`src/rtl/privctl_pkg.sv`:
```
package privctl_pkg;

    localparam int CR_COUNT = 32;
    localparam int CR_XLEN  = 32;

    localparam int CR_RUN        = 0;
    localparam int CR_RUN_EXC    = 1;
    localparam int CR_RUN_DBG    = 2;
    localparam int CR_IRQ_EN     = 3;
    localparam int CR_IRQ_PEND   = 4;
    localparam int CR_IDENT      = 5;
    localparam int CR_CAUSE      = 7;
    localparam int CR_MAP_ADDR   = 8;
    localparam int CR_MAP_DATA   = 9;
    localparam int CR_MAP_CTRL   = 10;
    localparam int CR_FAULT_ADDR = 12;
    localparam int CR_CFG        = 13;
    localparam int CR_PROT_BASE  = 14;
    localparam int CR_PROT_DATA  = 15;

    localparam int ST_IE_BIT   = 0;
    localparam int ST_USER_BIT = 1;

    typedef enum logic [2:0] {
        OPK_NONE = 3'd0,
        OPK_RD   = 3'd1,
        OPK_WR   = 3'd2,
        OPK_ERET = 3'd3,
        OPK_BRET = 3'd4
    } op_kind_e;

    typedef logic [CR_COUNT-1:0][CR_XLEN-1:0] cr_table_t;

    function automatic logic slot_unassigned(input int i);
        return (i == 6) || (i == 11) || (i >= 16);
    endfunction

    function automatic cr_table_t dflt_wmask();
        cr_table_t t = '0;
        t[CR_RUN]       = 32'h0000_0003;
        t[CR_RUN_EXC]   = 32'h0000_0003;
        t[CR_RUN_DBG]   = 32'h0000_0003;
        t[CR_IRQ_EN]    = '1;
        t[CR_MAP_ADDR]  = '1;
        t[CR_MAP_DATA]  = '1;
        t[CR_MAP_CTRL]  = '1;
        t[CR_CFG]       = 32'h0000_00FF;
        t[CR_PROT_BASE] = '1;
        t[CR_PROT_DATA] = '1;
        return t;
    endfunction

    function automatic cr_table_t dflt_rmask();
        cr_table_t t = '0;
        t[CR_IDENT]      = '1;
        t[CR_CAUSE]      = '1;
        t[CR_FAULT_ADDR] = '1;
        t[CR_CFG]        = 32'h0000_FF00;
        return t;
    endfunction

    function automatic cr_table_t dflt_init();
        cr_table_t t = '0;
        t[CR_IDENT] = 32'h0000_0100;
        t[CR_CFG]   = 32'h0000_3C00;
        return t;
    endfunction

endpackage

```
`src/rtl/privctl_merge.sv`:
```
module privctl_merge #(
    parameter int XLEN = 32
) (
    input  logic [XLEN-1:0] old_val,
    input  logic [XLEN-1:0] wr_val,
    input  logic [XLEN-1:0] wmask,
    input  logic [XLEN-1:0] rmask,
    output logic [XLEN-1:0] new_val
);
    always_comb begin
        if (wmask == '0) begin
            new_val = old_val;
        end else if (&wmask) begin
            new_val = wr_val;
        end else begin
            new_val = (wr_val & wmask) | (old_val & rmask);
        end
    end
endmodule

```
`src/rtl/privctl_rdmux.sv`:
```
module privctl_rdmux
    import privctl_pkg::*;
#(
    parameter int XLEN = 32,
    localparam int IDXW = $clog2(CR_COUNT)
) (
    input  logic [CR_COUNT-1:0][XLEN-1:0] regs,
    input  logic [IDXW-1:0]               idx,
    input  logic [XLEN-1:0]               irq_ext,
    output logic [XLEN-1:0]               val
);
    logic [CR_COUNT-1:0][XLEN-1:0] view;

    for (genvar i = 0; i < CR_COUNT; i++) begin : g_view
        if (slot_unassigned(i)) begin : g_zero
            assign view[i] = '0;
        end else if (i == CR_IRQ_PEND) begin : g_pend
            assign view[i] = regs[CR_IRQ_EN] & irq_ext;
        end else begin : g_store
            assign view[i] = regs[i];
        end
    end

    assign val = view[idx];
endmodule

```
`src/rtl/privctl_irq.sv`:
```
module privctl_irq
    import privctl_pkg::*;
#(
    parameter int XLEN = 32
) (
    input  logic [XLEN-1:0] run_status,
    input  logic [XLEN-1:0] irq_en,
    input  logic [XLEN-1:0] irq_ext,
    output logic            req
);
    assign req = run_status[ST_IE_BIT] & (|(irq_en & irq_ext));
endmodule

```
`src/rtl/privctl_bank.sv`:
```
module privctl_bank
    import privctl_pkg::*;
#(
    parameter int XLEN = CR_XLEN,
    parameter int NIRQ = 32,
    parameter logic [CR_COUNT-1:0][XLEN-1:0] WMASK = dflt_wmask(),
    parameter logic [CR_COUNT-1:0][XLEN-1:0] RMASK = dflt_rmask(),
    parameter logic [CR_COUNT-1:0][XLEN-1:0] INIT  = dflt_init(),
    localparam int IDXW = $clog2(CR_COUNT)
) (
    input  logic            clk,
    input  logic            rst_n,
    input  logic            op_valid,
    input  logic [2:0]      op_kind,
    input  logic [IDXW-1:0] op_idx,
    input  logic [XLEN-1:0] op_wdata,
    input  logic [XLEN-1:0] ea_in,
    input  logic [XLEN-1:0] ba_in,
    input  logic [NIRQ-1:0] irq_lines,
    output logic            rd_valid,
    output logic [XLEN-1:0] rd_data,
    output logic            priv_fault,
    output logic            ret_valid,
    output logic [XLEN-1:0] ret_pc,
    output logic [XLEN-1:0] status_o,
    output logic            user_mode,
    output logic            irq_req,
    output logic            resync
);
    typedef struct packed {
        logic [CR_COUNT-1:0][XLEN-1:0] regs;
        logic                          resync;
    } bank_t;

    bank_t state_d, state_q;

    logic [XLEN-1:0] irq_ext;
    logic [XLEN-1:0] run_q, run_exc_q, run_dbg_q, irq_en_q;
    logic [XLEN-1:0] sel_old, sel_w, sel_r, merged, rd_view;
    logic            is_priv_op, sup, legal;
    logic            do_rd, do_wr, do_eret, do_bret, target_ok;

    assign irq_ext   = XLEN'(irq_lines);
    assign run_q     = state_q.regs[CR_RUN];
    assign run_exc_q = state_q.regs[CR_RUN_EXC];
    assign run_dbg_q = state_q.regs[CR_RUN_DBG];
    assign irq_en_q  = state_q.regs[CR_IRQ_EN];

    // Operation qualification
    assign sup        = ~run_q[ST_USER_BIT];
    assign is_priv_op = op_valid && (op_kind == OPK_RD || op_kind == OPK_WR ||
                                     op_kind == OPK_ERET || op_kind == OPK_BRET);
    assign legal      = is_priv_op && sup;
    assign do_rd      = legal && (op_kind == OPK_RD);
    assign do_wr      = legal && (op_kind == OPK_WR);
    assign do_eret    = legal && (op_kind == OPK_ERET);
    assign do_bret    = legal && (op_kind == OPK_BRET);
    assign target_ok  = !slot_unassigned(int'(op_idx)) && (int'(op_idx) != CR_IRQ_PEND);

    // Mask selection for the addressed register
    assign sel_old = state_q.regs[op_idx];
    assign sel_w   = WMASK[op_idx];
    assign sel_r   = RMASK[op_idx];

    privctl_merge #(.XLEN(XLEN)) u_merge (
        .old_val (sel_old),
        .wr_val  (op_wdata),
        .wmask   (sel_w),
        .rmask   (sel_r),
        .new_val (merged)
    );

    privctl_rdmux #(.XLEN(XLEN)) u_rdmux (
        .regs    (state_q.regs),
        .idx     (op_idx),
        .irq_ext (irq_ext),
        .val     (rd_view)
    );

    privctl_irq #(.XLEN(XLEN)) u_irq (
        .run_status (run_q),
        .irq_en     (irq_en_q),
        .irq_ext    (irq_ext),
        .req        (irq_req)
    );

    // Next-state computation
    always_comb begin
        state_d        = state_q;
        state_d.resync = 1'b0;
        if (do_wr && target_ok) begin
            state_d.regs[op_idx] = merged;
            state_d.resync = (int'(op_idx) == CR_RUN) || (int'(op_idx) == CR_IRQ_EN);
        end
        if (do_eret) begin
            state_d.regs[CR_RUN] = run_exc_q;
        end
        if (do_bret) begin
            state_d.regs[CR_RUN] = run_dbg_q;
        end
    end

    always_ff @(posedge clk or negedge rst_n) begin
        if (!rst_n) begin
            state_q.regs   <= INIT;
            state_q.resync <= 1'b0;
        end else begin
            state_q <= state_d;
        end
    end

    // Outputs
    assign rd_valid   = do_rd;
    assign rd_data    = do_rd ? rd_view : '0;
    assign priv_fault = is_priv_op && !sup;
    assign ret_valid  = do_eret || do_bret;
    assign ret_pc     = do_eret ? ea_in : (do_bret ? ba_in : '0);
    assign status_o   = run_q;
    assign user_mode  = run_q[ST_USER_BIT];
    assign resync     = state_q.resync;

endmodule

```
`config.mk`:
```
export PLATFORM = sky130hd
export DESIGN_NAME = privctl_bank
export DESIGN_NICKNAME = d
export VERILOG_FILES = /design/src/rtl/privctl_pkg.sv /design/src/rtl/privctl_merge.sv /design/src/rtl/privctl_rdmux.sv /design/src/rtl/privctl_irq.sv /design/src/rtl/privctl_bank.sv
export SDC_FILE = /design/constraint.sdc
export NUM_CORES = 2
export LEC_CHECK = 0
export BUFFER_PORTS_ARGS = -buffer_cell sky130_fd_sc_hd__buf_4
export CAP_MARGIN = 40
export CORE_ASPECT_RATIO = 0.5
export CORE_MARGIN = 2
export CORE_UTILIZATION = 52
export DETAILED_ROUTE_END_ITERATION = 7
export PLACE_DENSITY = 0.79
export SLEW_MARGIN = 20
export SYNTH_ARGS = -nofsm -noshare
export SYNTH_HDL_FRONTEND = slang
export SYNTH_SLANG_ARGS = --single-unit
```
`constraint.sdc`:
```
create_clock -name clk -period 5.3 [get_ports clk]
set_input_delay 0.53 -clock clk [delete_from_list [all_inputs] [get_ports clk]]
set_output_delay 0.53 -clock clk [all_outputs]
set_load 0.02 [all_outputs]
```
==> summary.txt <==
Detailed routing
  – Starting DRT DRC Count: 1419
  – Routed Antenna Nets: 0
  – Post-Route WL: 54700 um
  – Drt drc: 0
  – Pre-Repair DR Iteration Count: 6
  – DR WL/cell: 26.3 um
  – Vias post-DR: 13000
  – DR vias/cell: 6.28

Timing
  – Min cycle time layout: 3.81 ns
  – Hold Violations, Final: 0
  – Layout Skew: 0.0183 ns
  – Worst-Margin Slew: 0.877 ns
  – Final setup vio count: 0
  – Slew Limit Fails: 0
  – Peak Freq: 262 MHz
  – Fin Setup TNS: 0 ns
  – Fin crit share: 0.719
  – Unrepaired setup endpoints after global routing: false
  – Slew Limit Headroom: 0.414

CTS
  – Clock Tree Buf Depth: 3
  – CTS H-tree depth: 2
  – CTS tree: yes
  – Worst-Skew Late Latency: 0.55 ns
  – CTS Sinks: 417
  – Post-cts gate resize count: 0
  – Total CTS buffers: 39
  – Clock root buffer: clkbuf_16
  – Clk pin slew, worst setup/hold paths: 0.08 ns

Critical path
  – Critical Path Sink Type: output pin
  – WS Path Type: reg -> out
  – Worst EP required: 4.77 ns
  – Worst R2R Start: status_o[1]$_DFFE_PN0P_
  – FF-to-FF path depth: 5
  – Critical path launch point type: flip-flop
  – Max FO, Critical Path: 20
  – CP arrival: 3.28 ns
  – Critical Path Source: status_o[1]$_DFFE_PN0P_

Logic synthesis
  – Largest cells by area after synthesis: dfrtp_1, mux2_2, mux4_2
  – Cell taking the most area after synthesis: dfrtp_1
  – Post-synth EDFFs: 0
  – Netlist cell types: 51
  – Post-synthesis register bit count: 417
  – YS warnings: 0
  – Multiplexer area fraction after synthesis: 0.224
  – Post-synthesis adder-cell area fraction: 0
  – Main synth FF type: dfrtp_1
  – Post-synthesis simple-gate area fraction: 0.0633
  – Seq/Total Area, Yosys: 0.544
  – Complex-gate fraction of the synthesized area: 0.108
  – Post-Synthesis Cells: 1488
  – Syn nets: 1627
  – Post-synth ARST share: 1.00
  – Cell Area, Synth: 0.0192 sq mm
  – Combinational family with the most area after synthesis: multiplexers
  – Synth Area in XOR/XNOR: 0
  – Post-synthesis area per instance: 12.9 sq um
  – Yosys top cell area share: 0.537

Floorplan
  – Die area: 0.0385 sq mm
  – Row cnt: 49
  – Die width: 276 um
  – Die height: 140 um
  – IO Count: 241
  – Core Region: 0.0361 sq mm
  – Initial core utilization: 0.531

Pwr
  – Pwr dens: 303 mW/mm^2
  – Leakage: 11.1 nW
  – Worst vdd ir: 0.000186 V
  – Tot Pwr: 0.00675 W

Flow run
  – Max-cap violations: 0

Global routing
  – Wire length of the first global-routing pass: 82400 um
  – Initial antenna violation count: 1
  – Largest net degree at the start of global routing: 137
  – Total congestion overflow: 0
  – GRT Resource Usage Total: 0.286
  – Vias in the first global route: 13400

Layout
  – Share of cells above drive strength 1: 0.391
  – # diodes: 0
  – Area Overhead vs Synth: 16.3%
  – Fin nets: 1704
  – Final core occ: 0.618
  – Final instance area: 0.0223 sq mm

Hold path
  – Worst hold path depth: 2
  – Hold path startpoint: op_wdata[19]
  – Worst hold path type: in -> reg

Outcome
  – Status: finished clean

Placed design
  – PortBufs: 240
  – GPL Wtd Cong: 0.971
  – Placement Cell Area: 0.0209 sq mm
  – Dpl hpwl: 37200 um
==> cell families (layout without fill, tap and decap cells) <==
family	Yosys count	in the layout
flip-flops	417	417
multiplexers	324	324
AO/OA/AOI/OAI	274	274
buffers and inverters	253	359
AND/OR/NAND/NOR	220	220
==> per-stage QoR <==
| stage | std cells | setup slack, ns | hold slack [ns] |
|---|---|---|---|
| floorplan | 1488 | 2.56 | 0.234 |
| global placement | 1996 | 1.73 | 0.356 |
| detailed placement | 2005 | 1.83 | 0.357 |
| global route | 2078 | 1.40 | 0.258 |
| finish | 2078 | 1.49 | 0.262 |
| CTS | 2075 | 1.57 | 0.158 |
==> critical path, stage by stage, from the launching register on <==
cell	delay [ns]
dfrtp_1	0.50
nand4bb_1	0.38
or4_1	0.88
a211oi_1	0.64
a211o_1	0.18
buf_4	0.13
==> final cells by class <==
| class | instances | area [sq um] |
|---|---|---|
| clock buffer | 55 | 1140 |
| clock inverter | 15 | 250 |
| fill | 2673 | 13800 |
| inverter | 16 | 60.1 |
| multi-input combinational | 818 | 7640 |
| sequential | 417 | 10400 |
| tap | 484 | 606 |
| timing repair buffer | 273 | 2170 |
==> per-layer routing <==
layer	track usage	part of all wire	up-vias	routed length [um]
li1	-	-	5489	-
met1	0.412	0.43	6767	23400
met2	0.409	0.43	662	23700
met3	0.0994	0.11	127	6070
met4	0.0842	0.029	0	1580
met5	0	0	-	0
==> report_power, final <==
part	switching (W)	internal, W
registers	0.0000296	0.00321
logic	0.000287	0.000189
clock network	0.00123	0.00180
==> cell usage after synthesis, drive strengths merged, types with 3 or more instances <==
cell and count:
o221ai 12, nor2 38, a21o 30, a211oi 6, a221oi 5, inv 16
nand2 43, o21ai 26, o22ai 14, a32oi 18, nor3 6, a31oi 15
nor3b 7, mux4 62, and2 81, mux2i 36, a22o 66, a22oi 8
nand2b 10, clkbuf 150, buf 87, nand3 7, dfrtp 412, a21oi 20
o2bb2ai 13, o211ai 17, mux2 226, dfstp 5, or3 3, a211o 19
nor2b 8, nand4 6
==> cells in the final DEF, fill, tap and decap left out, types with 30 or more instances in the layout <==
cell and count:
a22o_1 66, nor2_1 35, clkbuf_16 40, buf_4 255, a21o_1 30, mux2_2 213, mux2i_1 36, mux4_2 62
dfrtp_1 412, and2_1 81, nand2_1 43
==> flip-flops by register name, indices dropped and copies added (netlist names) <==
register and count:
status_o 32, state_q 288, run_exc_q 32, resync 1
run_dbg_q 32, irq_en_q 32
==> final timing paths <==
path                                            end  slack (ns)
setup / recovery                        rd_data[29]        1.49
hold / removal             state_q[340]$_DFFE_PN0P_        0.26
setup reg to reg           state_q[422]$_DFFE_PN0P_        2.65
hold reg to reg            state_q[169]$_DFFE_PN1P_        0.37
max in group asynchronous   status_o[6]$_DFFE_PN0P_        3.49
min in group asynchronous  state_q[459]$_DFFE_PN0P_        0.47
==> what timing repair did <==
| item | 4_1_cts | 5_1_grt |
|---|---|---|
| endpoints found under the hold margin | 0 | 36 |
| hold buffers | 0 | 1 |
| setup buffers | 0 | 0 |
Power figures use the tool's default switching activity.
